## src/rtl/csi_hdr_pkg.sv

```systemverilog
package csi_hdr_pkg;

    localparam int BYTE_W   = 8;
    localparam int WC_W     = 16;
    localparam int DT_W     = 6;
    localparam int VC_W     = 2;
    localparam int PAYLD_W  = 3 * BYTE_W;
    localparam int PAR_BITS = 6;

    localparam logic [DT_W-1:0] DT_FRAME_START = 6'h00;
    localparam logic [DT_W-1:0] DT_SHORT_MAX   = 6'h0F;
    localparam logic [DT_W-1:0] DT_RAW8        = 6'h2A;
    localparam logic [DT_W-1:0] DT_RAW10       = 6'h2B;

    typedef enum logic [1:0] {
        ORD_WH_WL_DI = 2'd0,
        ORD_WL_WH_DI = 2'd1,
        ORD_DI_WH_WL = 2'd2,
        ORD_DI_WL_WH = 2'd3
    } ecc_order_e;

    // Packed header: last member lands at the low bits.
    typedef struct packed {
        logic [BYTE_W-1:0] chk;
        logic [BYTE_W-1:0] wc_hi;
        logic [BYTE_W-1:0] wc_lo;
        logic [BYTE_W-1:0] di;
    } hdr_t;

    typedef struct packed {
        logic            is_long;
        logic [VC_W-1:0] vc;
        logic [DT_W-1:0] dt;
        logic [WC_W-1:0] wc;
    } fields_t;

    // Bits of the 24-bit payload that feed each parity bit.
    function automatic logic [PAYLD_W-1:0] parity_mask(input int idx);
        case (idx)
            0:       return 24'hF12CB7;
            1:       return 24'hF2555B;
            2:       return 24'h749A6D;
            3:       return 24'hB8E38E;
            4:       return 24'hDF03F0;
            default: return 24'hEFFC00;
        endcase
    endfunction

    // Place the three payload bytes; the first named byte goes to [7:0].
    function automatic logic [PAYLD_W-1:0] order_bytes(
        input logic [BYTE_W-1:0] di,
        input logic [BYTE_W-1:0] lo,
        input logic [BYTE_W-1:0] hi,
        input ecc_order_e        ord
    );
        case (ord)
            ORD_DI_WL_WH: return {hi, lo, di};
            ORD_DI_WH_WL: return {lo, hi, di};
            ORD_WL_WH_DI: return {di, hi, lo};
            default:      return {di, lo, hi};
        endcase
    endfunction

    function automatic fields_t decode_hdr(input hdr_t h);
        fields_t f;
        f.vc      = h.di[BYTE_W-1 -: VC_W];
        f.dt      = h.di[DT_W-1:0];
        f.wc      = {h.wc_hi, h.wc_lo};
        f.is_long = (f.dt > DT_SHORT_MAX);
        return f;
    endfunction

endpackage

```

## src/rtl/csi_hdr_ecc_calc.sv

```systemverilog
module csi_hdr_ecc_calc
    import csi_hdr_pkg::*;
(
    input  logic [BYTE_W-1:0] di,
    input  logic [BYTE_W-1:0] wc_lo,
    input  logic [BYTE_W-1:0] wc_hi,
    input  logic [1:0]        order,
    output logic [BYTE_W-1:0] chk_calc
);
    localparam int PAD_W = BYTE_W - PAR_BITS;

    logic [PAYLD_W-1:0]  payload;
    logic [PAR_BITS-1:0] par;

    assign payload = order_bytes(di, wc_lo, wc_hi, ecc_order_e'(order));

    for (genvar g = 0; g < PAR_BITS; g++) begin : g_par
        assign par[g] = ^(payload & parity_mask(g));
    end

    assign chk_calc = {{PAD_W{1'b0}}, par};

endmodule

```

## src/rtl/csi_hdr_screen.sv

```systemverilog
module csi_hdr_screen
    import csi_hdr_pkg::*;
(
    input  fields_t           f,
    input  logic [BYTE_W-1:0] chk_rx,
    input  logic [BYTE_W-1:0] chk_calc,
    input  logic              ecc_en,
    input  logic              dt_en,
    input  logic              wc_en,
    input  logic [WC_W-1:0]   wc_ref,
    output logic              accept
);
    logic ecc_ok;
    logic dt_ok;
    logic wc_ok;

    always_comb begin
        ecc_ok = !ecc_en || (chk_rx == chk_calc);
        dt_ok  = !dt_en || !f.is_long || (f.dt == DT_RAW8) || (f.dt == DT_RAW10);
        wc_ok  = !wc_en || !f.is_long || (f.wc == wc_ref);
        accept = ecc_ok && dt_ok && wc_ok;
    end

endmodule

```

## src/rtl/csi_hdr_stats.sv

```systemverilog
module csi_hdr_stats
    import csi_hdr_pkg::*;
#(
    parameter int ROW_W = 16
) (
    input  logic              clk,
    input  logic              rst,
    input  logic              take,
    input  fields_t           f,
    output logic [BYTE_W-1:0] stat_di,
    output logic [WC_W-1:0]   stat_wc,
    output logic [ROW_W-1:0]  stat_rows
);
    logic frame_start;

    assign frame_start = !f.is_long && (f.dt == DT_FRAME_START);

    always_ff @(posedge clk) begin
        if (rst) begin
            stat_di   <= '0;
            stat_wc   <= '0;
            stat_rows <= '0;
        end else if (take) begin
            if (f.is_long) begin
                stat_di   <= {f.vc, f.dt};
                stat_wc   <= f.wc;
                stat_rows <= stat_rows + 1'b1;
            end else if (frame_start) begin
                stat_rows <= '0;
            end
        end
    end

endmodule

```

## src/rtl/csi_hdr_check.sv

```systemverilog
module csi_hdr_check
    import csi_hdr_pkg::*;
#(
    parameter int ROW_W = 16
) (
    input  logic              clk,
    input  logic              rst,
    input  logic              hdr_valid,
    input  logic [31:0]       hdr_data,
    input  logic              cfg_ecc_en,
    input  logic [1:0]        cfg_ecc_order,
    input  logic              cfg_dt_en,
    input  logic              cfg_wc_en,
    input  logic [15:0]       cfg_wc_ref,
    output logic              pkt_valid,
    output logic              pkt_drop,
    output logic              pkt_long,
    output logic [1:0]        pkt_vc,
    output logic [5:0]        pkt_dt,
    output logic [15:0]       pkt_wc,
    output logic [7:0]        stat_di,
    output logic [15:0]       stat_wc,
    output logic [ROW_W-1:0]  stat_rows
);
    hdr_t              hdr;
    fields_t           fld;
    fields_t           fld_q;
    logic [BYTE_W-1:0] chk_calc;
    logic              accept;
    logic              take;

    assign hdr  = hdr_t'(hdr_data);
    assign fld  = decode_hdr(hdr);
    assign take = hdr_valid && accept;

    csi_hdr_ecc_calc u_ecc (
        .di       (hdr.di),
        .wc_lo    (hdr.wc_lo),
        .wc_hi    (hdr.wc_hi),
        .order    (cfg_ecc_order),
        .chk_calc (chk_calc)
    );

    csi_hdr_screen u_screen (
        .f        (fld),
        .chk_rx   (hdr.chk),
        .chk_calc (chk_calc),
        .ecc_en   (cfg_ecc_en),
        .dt_en    (cfg_dt_en),
        .wc_en    (cfg_wc_en),
        .wc_ref   (cfg_wc_ref),
        .accept   (accept)
    );

    csi_hdr_stats #(.ROW_W(ROW_W)) u_stats (
        .clk       (clk),
        .rst       (rst),
        .take      (take),
        .f         (fld),
        .stat_di   (stat_di),
        .stat_wc   (stat_wc),
        .stat_rows (stat_rows)
    );

    always_ff @(posedge clk) begin
        if (rst) begin
            pkt_valid <= 1'b0;
            pkt_drop  <= 1'b0;
            fld_q     <= '0;
        end else begin
            pkt_valid <= take;
            pkt_drop  <= hdr_valid && !accept;
            if (take) begin
                fld_q <= fld;
            end
        end
    end

    assign pkt_long = fld_q.is_long;
    assign pkt_vc   = fld_q.vc;
    assign pkt_dt   = fld_q.dt;
    assign pkt_wc   = fld_q.wc;

endmodule

```

## config.mk

```make
export PLATFORM = sky130hd
export DESIGN_NAME = csi_hdr_check
export DESIGN_NICKNAME = d
export VERILOG_FILES = /design/src/rtl/csi_hdr_pkg.sv /design/src/rtl/csi_hdr_ecc_calc.sv /design/src/rtl/csi_hdr_screen.sv /design/src/rtl/csi_hdr_stats.sv /design/src/rtl/csi_hdr_check.sv
export SDC_FILE = /design/constraint.sdc
export NUM_CORES = 1
export LEC_CHECK = 0
export ABC_AREA = 1
export BUFFER_PORTS_ARGS = -buffer_cell sky130_fd_sc_hd__buf_2
export CAP_MARGIN = 20
export CORE_ASPECT_RATIO = 1.5
export CORE_MARGIN = 5
export CORE_UTILIZATION = 48
export CTS_BUF_LIST = sky130_fd_sc_hd__clkbuf_8
export CTS_CLUSTER_SIZE = 14
export DETAILED_ROUTE_END_ITERATION = 7
export PLACE_DENSITY = 0.73
export SLEW_MARGIN = 20
export SYNTH_ARGS = -nofsm -noshare
export SYNTH_HDL_FRONTEND = slang
export SYNTH_SLANG_ARGS = --single-unit
```

## constraint.sdc

```tcl
create_clock -name clk -period 5.3 [get_ports clk]
set_input_delay 0.53 -clock clk [delete_from_list [all_inputs] [get_ports clk]]
set_output_delay 0.53 -clock clk [all_outputs]
set_load 0.03 [all_outputs]
```

==> results of run 1 <==
## state kept, by name (all words and copies together) (netlist names)
| name | flops |
|---|---|
| pkt_wc | 16 |
| pkt_long | 1 |
| pkt_drop | 1 |
| u_stats.stat_rows | 16 |
| pkt_dt | 6 |
| u_stats.stat_di | 8 |
| pkt_valid | 1 |
| u_stats.stat_wc | 16 |
| pkt_vc | 2 |
## final cells by class
cell class	count	share of cell area
Clock buffer	15	0.0364
Clock inverter	1	0.000662
Inverter	93	0.0616
Multi-Input combinational cell	662	0.530
Sequential cell	67	0.237
Tap cell	117	0.0258
Timing Repair Buffer	123	0.109
## logic make-up after synthesis
group / count (synthesis) / synth area share
AND/OR/NAND/NOR: 575 / 0.493
buffers and inverters: 130 / 0.113
flip-flops: 67 / 0.274
AO/OA/AOI/OAI: 57 / 0.0656
XOR/XNOR: 29 / 0.0518
adder cells (fa/ha/maj): 1 / 0.00255
## report_power, final
group / total [uW] / internal (uW) / switching [uW]
combinational: 461 / 141 / 320
sequential: 534 / 524 / 10.4
clock: 428 / 245 / 183
total: 1420 / 911 / 513
## critical path, cell delays in order
cell and delay, ps:
buf_2 370, inv_2 210, nand2_2 260, nand2_2 250
o21ai_1 310, inv_1 110, nand3_1 80, nand2_1 90
nand2_1 70, nand2_1 80, nand2_1 80, nand2_1 50
nand2_1 50, nand2_1 50, nor2_1 120, nand3_2 160
a21oi_4 460, nand2_4 280, nand2_1 150, a21oi_2 50
## path summary, 6_finish.rpt
path / depth (start not counted) / to
worst max-delay path: 20 / pkt_long
worst max register to register: 9 / u_stats.stat_rows[15]
worst min-delay path: 2 / pkt_dt[4]
worst min register to register: 2 / pkt_dt[4]
## cells in the final DEF, fill, tap and decap left out, types with 3 or more instances in the layout
| cell | instances |
|---|---|
| nand3_1 | 87 |
| inv_2 | 7 |
| xor2_1 | 14 |
| o21ai_1 | 9 |
| nor2_1 | 106 |
| nand4_1 | 19 |
| a21oi_1 | 23 |
| nor3_1 | 4 |
| buf_2 | 122 |
| nand2_2 | 5 |
| dfxtp_1 | 67 |
| xnor2_1 | 15 |
| o21ai_0 | 17 |
| nand2_1 | 334 |
| nand3b_1 | 7 |
| clkbuf_8 | 15 |
| nor2_2 | 3 |
| inv_1 | 87 |
## layer usage
| metal | vias to the layer above | wire length [um] | global-route usage |
|---|---|---|---|
| met3 | 55 | 989 | 0.0488 |
| met4 | 2 | 768 | 0.136 |
| li1 | 2865 | - | - |
| met5 | - | 13 | 0 |
| met1 | 2362 | 6010 | 0.288 |
| met2 | 195 | 7770 | 0.452 |
## through the flow
step	utilization	setup slack (ps)
after floorplan	-	2540
after global placement	0.542	1450
after detailed placement	0.542	1370
after CTS	0.563	1730
after global routing	0.563	1240
final	0.563	1680
==> summary.md, run 1 <==
| Metric | Value |
|---|---|
| Status | `finished, final reports clean` |
| Async SR Flop Fraction | `0` |
| Fill count | `1,071` |
| Final Max Tran Viols | `0` |
| Crit Path Class | `input pin to register` |
| Initial antenna violation count | `1` |
| Clk slew on worst S/H paths | `70 ps` |
| Post-route insts no fill | `1,078` |
| Critical Path End Type | `register` |
| Placed Area | `0.00546 mm^2` |
| Clock H-tree levels | `3` |
| Initial DRC count | `321` |
| CP Launch Point | `cfg_ecc_order[1]` |
| Seq/Total Area, Yosys | `0.274` |
| Final min period | `3620 ps` |
| Top FF cell, synth | `dfxtp_1` |
| GR Overflow Total | `0` |
| Rel. slew slack | `0.579` |
| Worst hold start | `pkt_dt[4]` |
| Top post-synthesis cells by count | `334 x nand2_1, 106 x nor2_1, 87 x inv_1, 87 x nand3_1, 67 x dfxtp_1` |
| CP Launch Type | `input pin` |
| Worst slew pin tran | `630 ps` |
| Num rows | `between 40 and 50` |
| Synthesis Warnings | `0` |
| NumNets Final | `1,013` |
| Post-CTS Setup Inserts | `0` |
| Reg2Reg Launch Point | `u_stats.stat_rows[2]` |
| Via count | `5,479` |
| Post-CTS Hold Buffers | `0` |
| Worst vdd ir | `0.000167 V` |
| Die Height | `134 um` |
| HP Class | `register to register` |
| Largest net degree at the start of global routing | `49` |
| Tot GR Track Use | `0.256` |
| CTS root buffer | `clkbuf_8` |
| First-pass GRT wire length | `25.2 mm` |
| DR vias/cell | `5.08` |
| Synthesized flop and latch total | `67` |
| Crit path max fanout | `27` |
| Fin. Hold Viols | `0` |
| CP required | `5510 ps` |
| CTS tree | `yes` |
| Final setup TNS | `0 ps` |
| Diodes inserted | `0` |
| DR pass1 iterations | `5` |
| Pwr Density | `251 mW/mm^2` |
| WHS | `approximately 470 ps` |
| Yosys top cell by area | `dfxtp_1` |
| Avg WL per Cell | `~14 um` |
| Drc violations | `0` |
| Area growth, synth to finish | `15.7%` |
| Final instance area | `about 0.0057 mm^2` |
| Worst Path Arrival | `3830 ps` |
| Max Clock Freq | `roughly 280 MHz` |
| Share of cells above drive strength 1 | `0.171` |
| Reg-to-reg slack, setup | `between 3000 and 4000 ps` |
| Netlist Area Pre-Place | `0.00490 mm^2` |
| Net Count, Synth | `between 900 and 1,000` |
| Post-synth EDFFs | `0` |
| DRT Wirelength | `about 16 mm` |
| Most common cell in the netlist | `nand2_1` |
| Total die area | `0.0124 mm^2` |
| Period utilization | `0.683` |
| CTS resizes | `0` |
| PortBufs | `122` |
| Worst-Skew Late Latency | `340 ps` |
| Total power | `1420 uW` |
| Vias in the first global route | `5,145` |
| Multi-input gate area | `0.00301 mm^2` |
| DP Wirelength | `~12 mm` |
| Die width | `92.5 um` |
| Synth top area share | `0.274` |
| CTS Buf Count | `9` |
| Area contributors post-synth | `dfxtp_1 27%, nand2_1 26%, nand3_1 8.9%` |
| CTS sink cnt | `67` |
| Post-Synthesis Cells | `approximately 860` |
| Placed cells | `1,062` |
| Setup Skew | `4.13 ps` |
| RSZ-0062 raised after global routing | `no` |
| Max Cap Violations | `0` |
| Starting Density | `0.486` |
| Register area | `0.00134 mm^2` |
| # IOs | `123` |
| Syn Area/Cell | `around 5.7 um^2` |
| Synth cell types | `35` |
| Clk buf depth | `2` |
| Leak | `0.00329 uW` |
| Core area | `around 0.010 mm^2` |
| Antenna-violating nets left | `0` |
| GPL Wtd Cong | `0.944` |
| Finish-stage setup viols | `0` |
No activity file was read; power rests on OpenSTA's default activity.
==> inputs of run 2 (changes only) <==
- clock period: 5.3 -> 3.6 ns (I/O delays scaled with it)
==> run 2 against run 1 <==
  * Clock power is 29% higher
  * Sequential power is 48% higher
  * Combinational power is 50% higher
==> summary.md, run 2 (same netlist as run 1, synthesis figures left out) <==
| Metric | Value |
|---|---|
| GR Overflow Total | `0 (unchanged)` |
| Most common cell after layout, fill and taps aside | `nand2_1` |
| Max Cap Violations | `0 (unchanged)` |
| DR vias/cell | `5.13 (+0.93%)` |
| Crit path max fanout | `48 (+78%)` |
| Setup Skew | `4.69 ps (+0.564 ps)` |
| Fin. Hold Viols | `0 (unchanged)` |
| Max Clock Freq | `between 300 and 400 MHz` |
| First-pass GRT wire length | `25.1 mm (-0.30%)` |
| CP required | `3820 ps (-1690 ps)` |
| DRT Wirelength | `16.1 mm (+3.5%)` |
| Sw power | `764 uW (+49%)` |
| # IOs | `123 (unchanged)` |
| Leak | `0.00332 uW (+0.98%)` |
| Worst vdd ir | `0.000286 V (+71%)` |
| Logic pwr share | `0.340 (+0.016)` |
| Worst Path Arrival | `3190 ps (-640 ps)` |
| Clk buf depth | `2 (unchanged)` |
| Worst-Skew Late Latency | `350 ps (about the same)` |
| RSZ-0062 raised after global routing | `no` |
| Die Height | `134 um (unchanged)` |
| Share of cells above drive strength 1 | `0.174 (+0.00375)` |
| Antenna-violating nets left | `0 (unchanged)` |
| Starting Density | `0.486 (unchanged)` |
| Post-CTS Setup Inserts | `0 (unchanged)` |
| Placed Area | `0.00553 mm^2 (+1.3%)` |
| CP Launch Type | `input pin` |
| Final instance area | `0.00571 mm^2 (+0.62%)` |
| Area growth, synth to finish | `16.4%` |
| Sw Share | `0.377 (+0.0163)` |
| Drc violations | `0 (unchanged)` |
| CTS root buffer | `clkbuf_8` |
| CP Launch Point | `cfg_ecc_order[1]` |
| Final Max Tran Viols | `0 (unchanged)` |
| Tot GR Track Use | `0.258 (+0.00235)` |
| Worst slew pin tran | `543 ps (-87.4 ps)` |
| Register share of total power | `0.388 (+0.013)` |
| Status | `finished, final reports clean` |
| Clock H-tree levels | `3 (unchanged)` |
| Diodes inserted | `0 (unchanged)` |
| CTS resizes | `0 (unchanged)` |
| Clk slew on worst S/H paths | `70 ps (about the same)` |
| HP Class | `input pin to register` |
| Initial antenna violation count | `1 (unchanged)` |
| Final setup TNS | `0 ps (unchanged)` |
| DP Wirelength | `12.5 mm (+2.7%)` |
| Post-CTS Hold Buffers | `0 (unchanged)` |
| Clk pwr share | `0.271 (-0.030)` |
| Num rows | `45 (unchanged)` |
| Final min period | `2970 ps` |
| Fill count | `1,075 (+0.37%)` |
| PortBufs | `122 (unchanged)` |
| Pint | `1260 uW (+39%)` |
| GPL Wtd Cong | `0.978 (+3.5%)` |
| Leading cell types in the layout, fill and taps excluded | `334 x nand2_1, 122 x buf_2, 106 x nor2_1` |
| NumNets Final | `1,021 (+0.79%)` |
| CTS sink cnt | `67 (unchanged)` |
| CTS Buf Count | `9 (unchanged)` |
| Avg WL per Cell | `14.8 um (+2.7%)` |
| Finish-stage setup viols | `0 (unchanged)` |
| Largest net degree at the start of global routing | `49 (unchanged)` |
| Worst setup path end | `u_stats.stat_di[1]` |
| Total die area | `0.0124 mm^2 (unchanged)` |
| Vias in the first global route | `5,134 (-0.21%)` |
| Initial DRC count | `275 (-14%)` |
| Crit Path Class | `input pin to register` |
| Rel. slew slack | `0.635 (+0.0555)` |
| Reg2Reg Launch Point | `u_stats.stat_rows[2]` |
| Pwr Density | `356 mW/mm^2 (+42%)` |
| Die width | `92.5 um (unchanged)` |
| WHS | `340 ps (-128 ps)` |
| Worst R2R Path Depth | `9 (unchanged)` |
| Reg-to-reg slack, setup | `1360 ps (-1710 ps)` |
| Period utilization | `0.824` |
| Via count | `5,571 (+1.7%)` |
| CTS tree | `yes` |
| Core Util, Final | `0.566 (+0.00348)` |
| Core area | `0.0101 mm^2 (unchanged)` |
| DR pass1 iterations | `5 (unchanged)` |
| Critical Path End Type | `register` |
| RR Endpoint | `u_stats.stat_rows[15]` |
## run 2: changes by cell type in the layout (fill, tap and decap cells not counted)
| cell | delta |
|---|---|
| buf_4 | +7 |
| clkbuf_8 | -4 |
| inv_2 | -1 |
| buf_12 | +1 |
| inv_1 | +3 |
| clkinv_2 | +2 |
## run 2: worst min-delay path by stage
stage,start,to,slack [ps],cells after the start
4_1_cts,hdr_data[6],pkt_vc[0],320,3
6_report,hdr_data[6],pkt_vc[0],340,3
3_5_place_dp,u_stats.stat_di[5],u_stats.stat_di[5],460,2
2_1_floorplan,hdr_data[8],pkt_wc[0],490,2
3_3_place_gp,pkt_dt[4],pkt_dt[4],460,2
5_1_grt,hdr_data[6],u_stats.stat_di[6],340,3
## run 2: cell type report
cell class / count / area [um^2] / area share
flip-flops and latches: 67 / 1340 / 0.235
well taps: 117 / 146 / 0.0257
clock buffers: 11 / 151 / 0.0265
clock inverters: 5 / 21.3 / 0.00373
repair buffers: 131 / 691 / 0.121
inverters: 93 / 349 / 0.0612
multi-input cells: 662 / 3010 / 0.527
## run 2: power by group through the flow
stage               clock, uW  sequential, uW  combinational [uW]
global route              604             791                 773
global placement            0             804                 680
CTS                       570             787                 688
finish                    551             788                 690
detailed placement          0             804                 687
floorplan                   0             860                 440
## run 2: worst max-delay path, stage by stage
cell and delay (ps):
buf_2 250, inv_2 180, nand2_2 140, nand2_2 210, o21ai_1 320, inv_1 120
nand3_1 80, nand2_1 100, nand2_1 80, nand2_1 70, nand2_1 80, nand2_1 60
nand2_1 50, nand2_1 50, nor2_1 120, nand3_2 150, nand2_2 130, nand4_1 80
buf_4 290, o21ai_0 210, nor2_1 50
## run 2: per-stage QoR
stage / setup slack [ps] / total power [uW] / instances
4_1_cts: 671 / 2050 / 1086
5_1_grt: 324 / 2170 / 1086
3_3_place_gp: 385 / 1480 / 1070
6_report: 635 / 2030 / 1086
2_1_floorplan: 1010 / 1300 / 859
3_5_place_dp: 298 / 1490 / 1070
## run 2: layer usage
metal,part of all wire,global-route usage
met5,0.00075,0
met4,0.055,0.159
met3,0.068,0.0589
met2,0.50,0.460
met1,0.38,0.271
==> inputs of run 3 (changes only) <==
- ABC_AREA: 1 -> 0
- PLACE_DENSITY: 0.73 -> 0.75
- clock period: 3.6 -> 2.75 ns (I/O delays scaled with it)
==> run 3 against run 2 <==
  * The run now ends with setup timing left
  * Wire length rose by 31%
  * Cell area rose by 18%
  * Synthesized cell count fell by 43%
  * Sequential share of layout area fell by 3.6 points
  * Combinational power rose by 96%
  * Global-route usage rose by 4.8 points
  * Setup slack got worse by 1200 ps
  * Critical path depth fell by 6
  * Total power rose by 60%
  * Flip-flop and latch count did not move
  * Critical path type unchanged
==> summary.md, run 3 <==
| Metric | Value |
|---|---|
| Clk slew on worst S/H paths | `100 ps (+30 ps)` |
| Finish-stage setup viols | `67 (+67)` |
| Syn Area/Cell | `8.46 um^2 (+48%)` |
| Async SR Flop Fraction | `0 (unchanged)` |
| HP Class | `input pin to register` |
| CP Launch Type | `input pin` |
| RSZ-0062 raised after global routing | `yes` |
| Most common cell in the netlist | `dfxtp_1` |
| Initial antenna violation count | `1 (unchanged)` |
| Die width | `85.9 um (-7.2%)` |
| Worst Path Arrival | `3510 ps (+320 ps)` |
| Starting Density | `0.493 (+0.00616)` |
| GPL Wtd Cong | `0.939 (-4.0%)` |
| DRT Wirelength | `21.1 mm (+31%)` |
| Final Max Tran Viols | `0 (unchanged)` |
| Worst slew pin tran | `1260 ps (+717 ps)` |
| Leading cell types in the layout, fill and taps excluded | `121 x buf_2, 80 x buf_4, 67 x dfxtp_1` |
| Area growth, synth to finish | `63.0%` |
| Fin. Hold Viols | `0 (unchanged)` |
| Most common cell after layout, fill and taps aside | `buf_2` |
| Synthesized flop and latch total | `67 (unchanged)` |
| CTS root buffer | `clkbuf_8` |
| Worst vdd ir | `0.000423 V (+48%)` |
| RR Endpoint | `u_stats.stat_rows[14]` |
| Worst R2R Path Depth | `10 (+1)` |
| Crit path max fanout | `9 (-81%)` |
| GR Overflow Total | `0 (unchanged)` |
| Top FF cell, synth | `dfxtp_1` |
| Tot GR Track Use | `0.306 (+0.0479)` |
| Core area | `0.00841 mm^2 (-17%)` |
| Num rows | `41 (-8.9%)` |
| Reg-to-reg slack, setup | `320 ps (-1040 ps)` |
| Period utilization | `1.19` |
| Final setup TNS | `-16,170 ps (-16,170 ps)` |
| PnR worst setup slack | `-525 ps (-1160 ps)` |
| Share of cells above drive strength 1 | `0.578 (+0.404)` |
| Worst setup path end | `u_stats.stat_di[7]` |
| Netlist Area Pre-Place | `0.00414 mm^2 (-15%)` |
| CP required | `2990 ps (-830 ps)` |
| Synth top area share | `0.324 (+0.0501)` |
| Final min period | `3280 ps` |
| Seq/Total Area, Yosys | `0.324 (+0.0501)` |
| Max Clock Freq | `305 MHz` |
| Reg2Reg Launch Point | `u_stats.stat_rows[0]` |
| Antenna-violating nets left | `0 (unchanged)` |
| Clock H-tree levels | `3 (unchanged)` |
| First-pass GRT wire length | `25.2 mm (+0.25%)` |
| Via count | `5,280 (-5.2%)` |
| Status | `complete, but fails checks` |
| Area contributors post-synth | `dfxtp_1 32%, xnor2_1 12%, nand3_1 7.0%` |
| Max Cap Violations | `0 (unchanged)` |
| NumNets Final | `744 (-27%)` |
| # IOs | `123 (unchanged)` |
| CTS Buf Count | `9 (unchanged)` |
| Post-CTS Hold Buffers | `0 (unchanged)` |
| DR vias/cell | `6.60 (+29%)` |
| Synthesis Warnings | `0 (unchanged)` |
| Post-Synthesis Cells | `490 (-43%)` |
| Largest net degree at the start of global routing | `32 (-35%)` |
| Post-synth EDFFs | `0 (unchanged)` |
| Yosys top cell by area | `dfxtp_1` |
| CTS sink cnt | `67 (unchanged)` |
| Avg WL per Cell | `26.4 um (+78%)` |
| DR pass1 iterations | `5 (unchanged)` |
| Worst Hold Path Cells | `3 (unchanged)` |
| Clk buf depth | `2 (unchanged)` |
| Setup Skew | `16.4 ps (+11.7 ps)` |
| Die Height | `124 um (-7.5%)` |
| Synth cell types | `49 (+40%)` |
| Critical Path End Type | `register` |
| CTS tree | `yes` |
| Top post-synthesis cells by count | `67 x dfxtp_1, 58 x nand3_1, 58 x xnor2_1` |
| Drc violations | `0 (unchanged)` |
| Pwr Density | `482 mW/mm^2 (+36%)` |
| Core Util, Final | `0.803 (+0.237)` |
| DP Wirelength | `11.2 mm (-10%)` |
| Crit Path Class | `input pin to register` |
| Leak | `0.00276 uW (-17%)` |
| PortBufs | `122 (unchanged)` |
| Net Count, Synth | `547 (-40%)` |
| Vias in the first global route | `4,883 (-4.9%)` |
| CP Launch Point | `cfg_ecc_order[0]` |
| Failing checks | `setup timing` |
| Rel. slew slack | `0.154 (-0.481)` |
| Worst-Skew Late Latency | `370 ps (+20 ps)` |
| Initial DRC count | `728 (+160%)` |
| Total die area | `0.0106 mm^2 (-14%)` |
| Worst hold start | `hdr_data[6]` |
-- run 3: cell families (layout without fill, tap and decap cells) --
family / Yosys count / count (layout) / share of synthesized area
buffers and inverters: 59 / 258 / 0.0679
AND/OR/NAND/NOR: 110 / 110 / 0.135
AO/OA/AOI/OAI: 140 / 143 / 0.196
flip-flops: 67 / 67 / 0.324
multiplexers: 40 / 40 / 0.107
other: 0 / 1 / 0
adder cells (fa/ha/maj): 1 / 1 / 0.00302
XOR/XNOR: 73 / 73 / 0.168
-- run 3: timing repair --
item	in CTS	in global routing
pin swaps	53	55
buffers inserted	10	7
cloned	6	6
gates resized for setup	124	105
setup endpoints to repair	67	67
-- run 3: layout make-up --
class / instances / area, um^2
clock inverter: 5 / 53.8
inverter: 10 / 37.5
sequential: 67 / 1340
clock buffer: 11 / 151
fill: 481 / 1660
timing repair buffer: 232 / 1690
tap: 107 / 134
antenna: 1 / 2.50
multi-input combinational: 367 / 3340
-- run 3: metrics by stage --
step / area, um^2 / hold WS [ps] / cells / setup slack [ps] / total power (uW)
4_1_cts: 6100 / 250 / 787 / -154 / 2950
5_1_grt: 6750 / 271 / 799 / -649 / 3340
3_3_place_gp: 5360 / 460 / 755 / -507 / 1950
6_report: 6750 / 276 / 800 / -525 / 3250
3_5_place_dp: 5360 / 460 / 755 / -640 / 1960
2_1_floorplan: 4200 / 423 / 490 / -159 / 1660
-- run 3: layer usage --
layer	global-route usage	vias to the layer above	share of wire	wire length (um)
li1	-	2156	-	-
met1	0.325	2437	0.32	6770
met2	0.539	465	0.48	10200
met3	0.0576	220	0.092	1940
met4	0.215	2	0.11	2250
met5	0	-	0.00062	13
-- run 3: critical path, cell delays in order --
cell	delay (ps)
buf_12	100
buf_12	120
mux2_2	350
mux2i_2	220
buf_4	160
xnor2_1	210
xnor2_1	190
xnor2_1	120
or3_4	420
a211oi_4	280
buf_4	180
a21o_4	200
buf_12	160
nand3_2	70
a21oi_1	440
-- run 3: how the worst min path moves through the flow --
stage	endpoint
3_5_place_dp	u_stats.stat_di[5]
2_1_floorplan	pkt_dt[0]
4_1_cts	pkt_vc[0]
6_report	pkt_vc[0]
3_3_place_gp	pkt_wc[8]
5_1_grt	u_stats.stat_di[6]
-- run 3: report_power, final --
part	internal, uW	total (uW)	switching [uW]
Combinational	589	1350	760
Sequential	997	1020	26.7
Clock	464	881	417
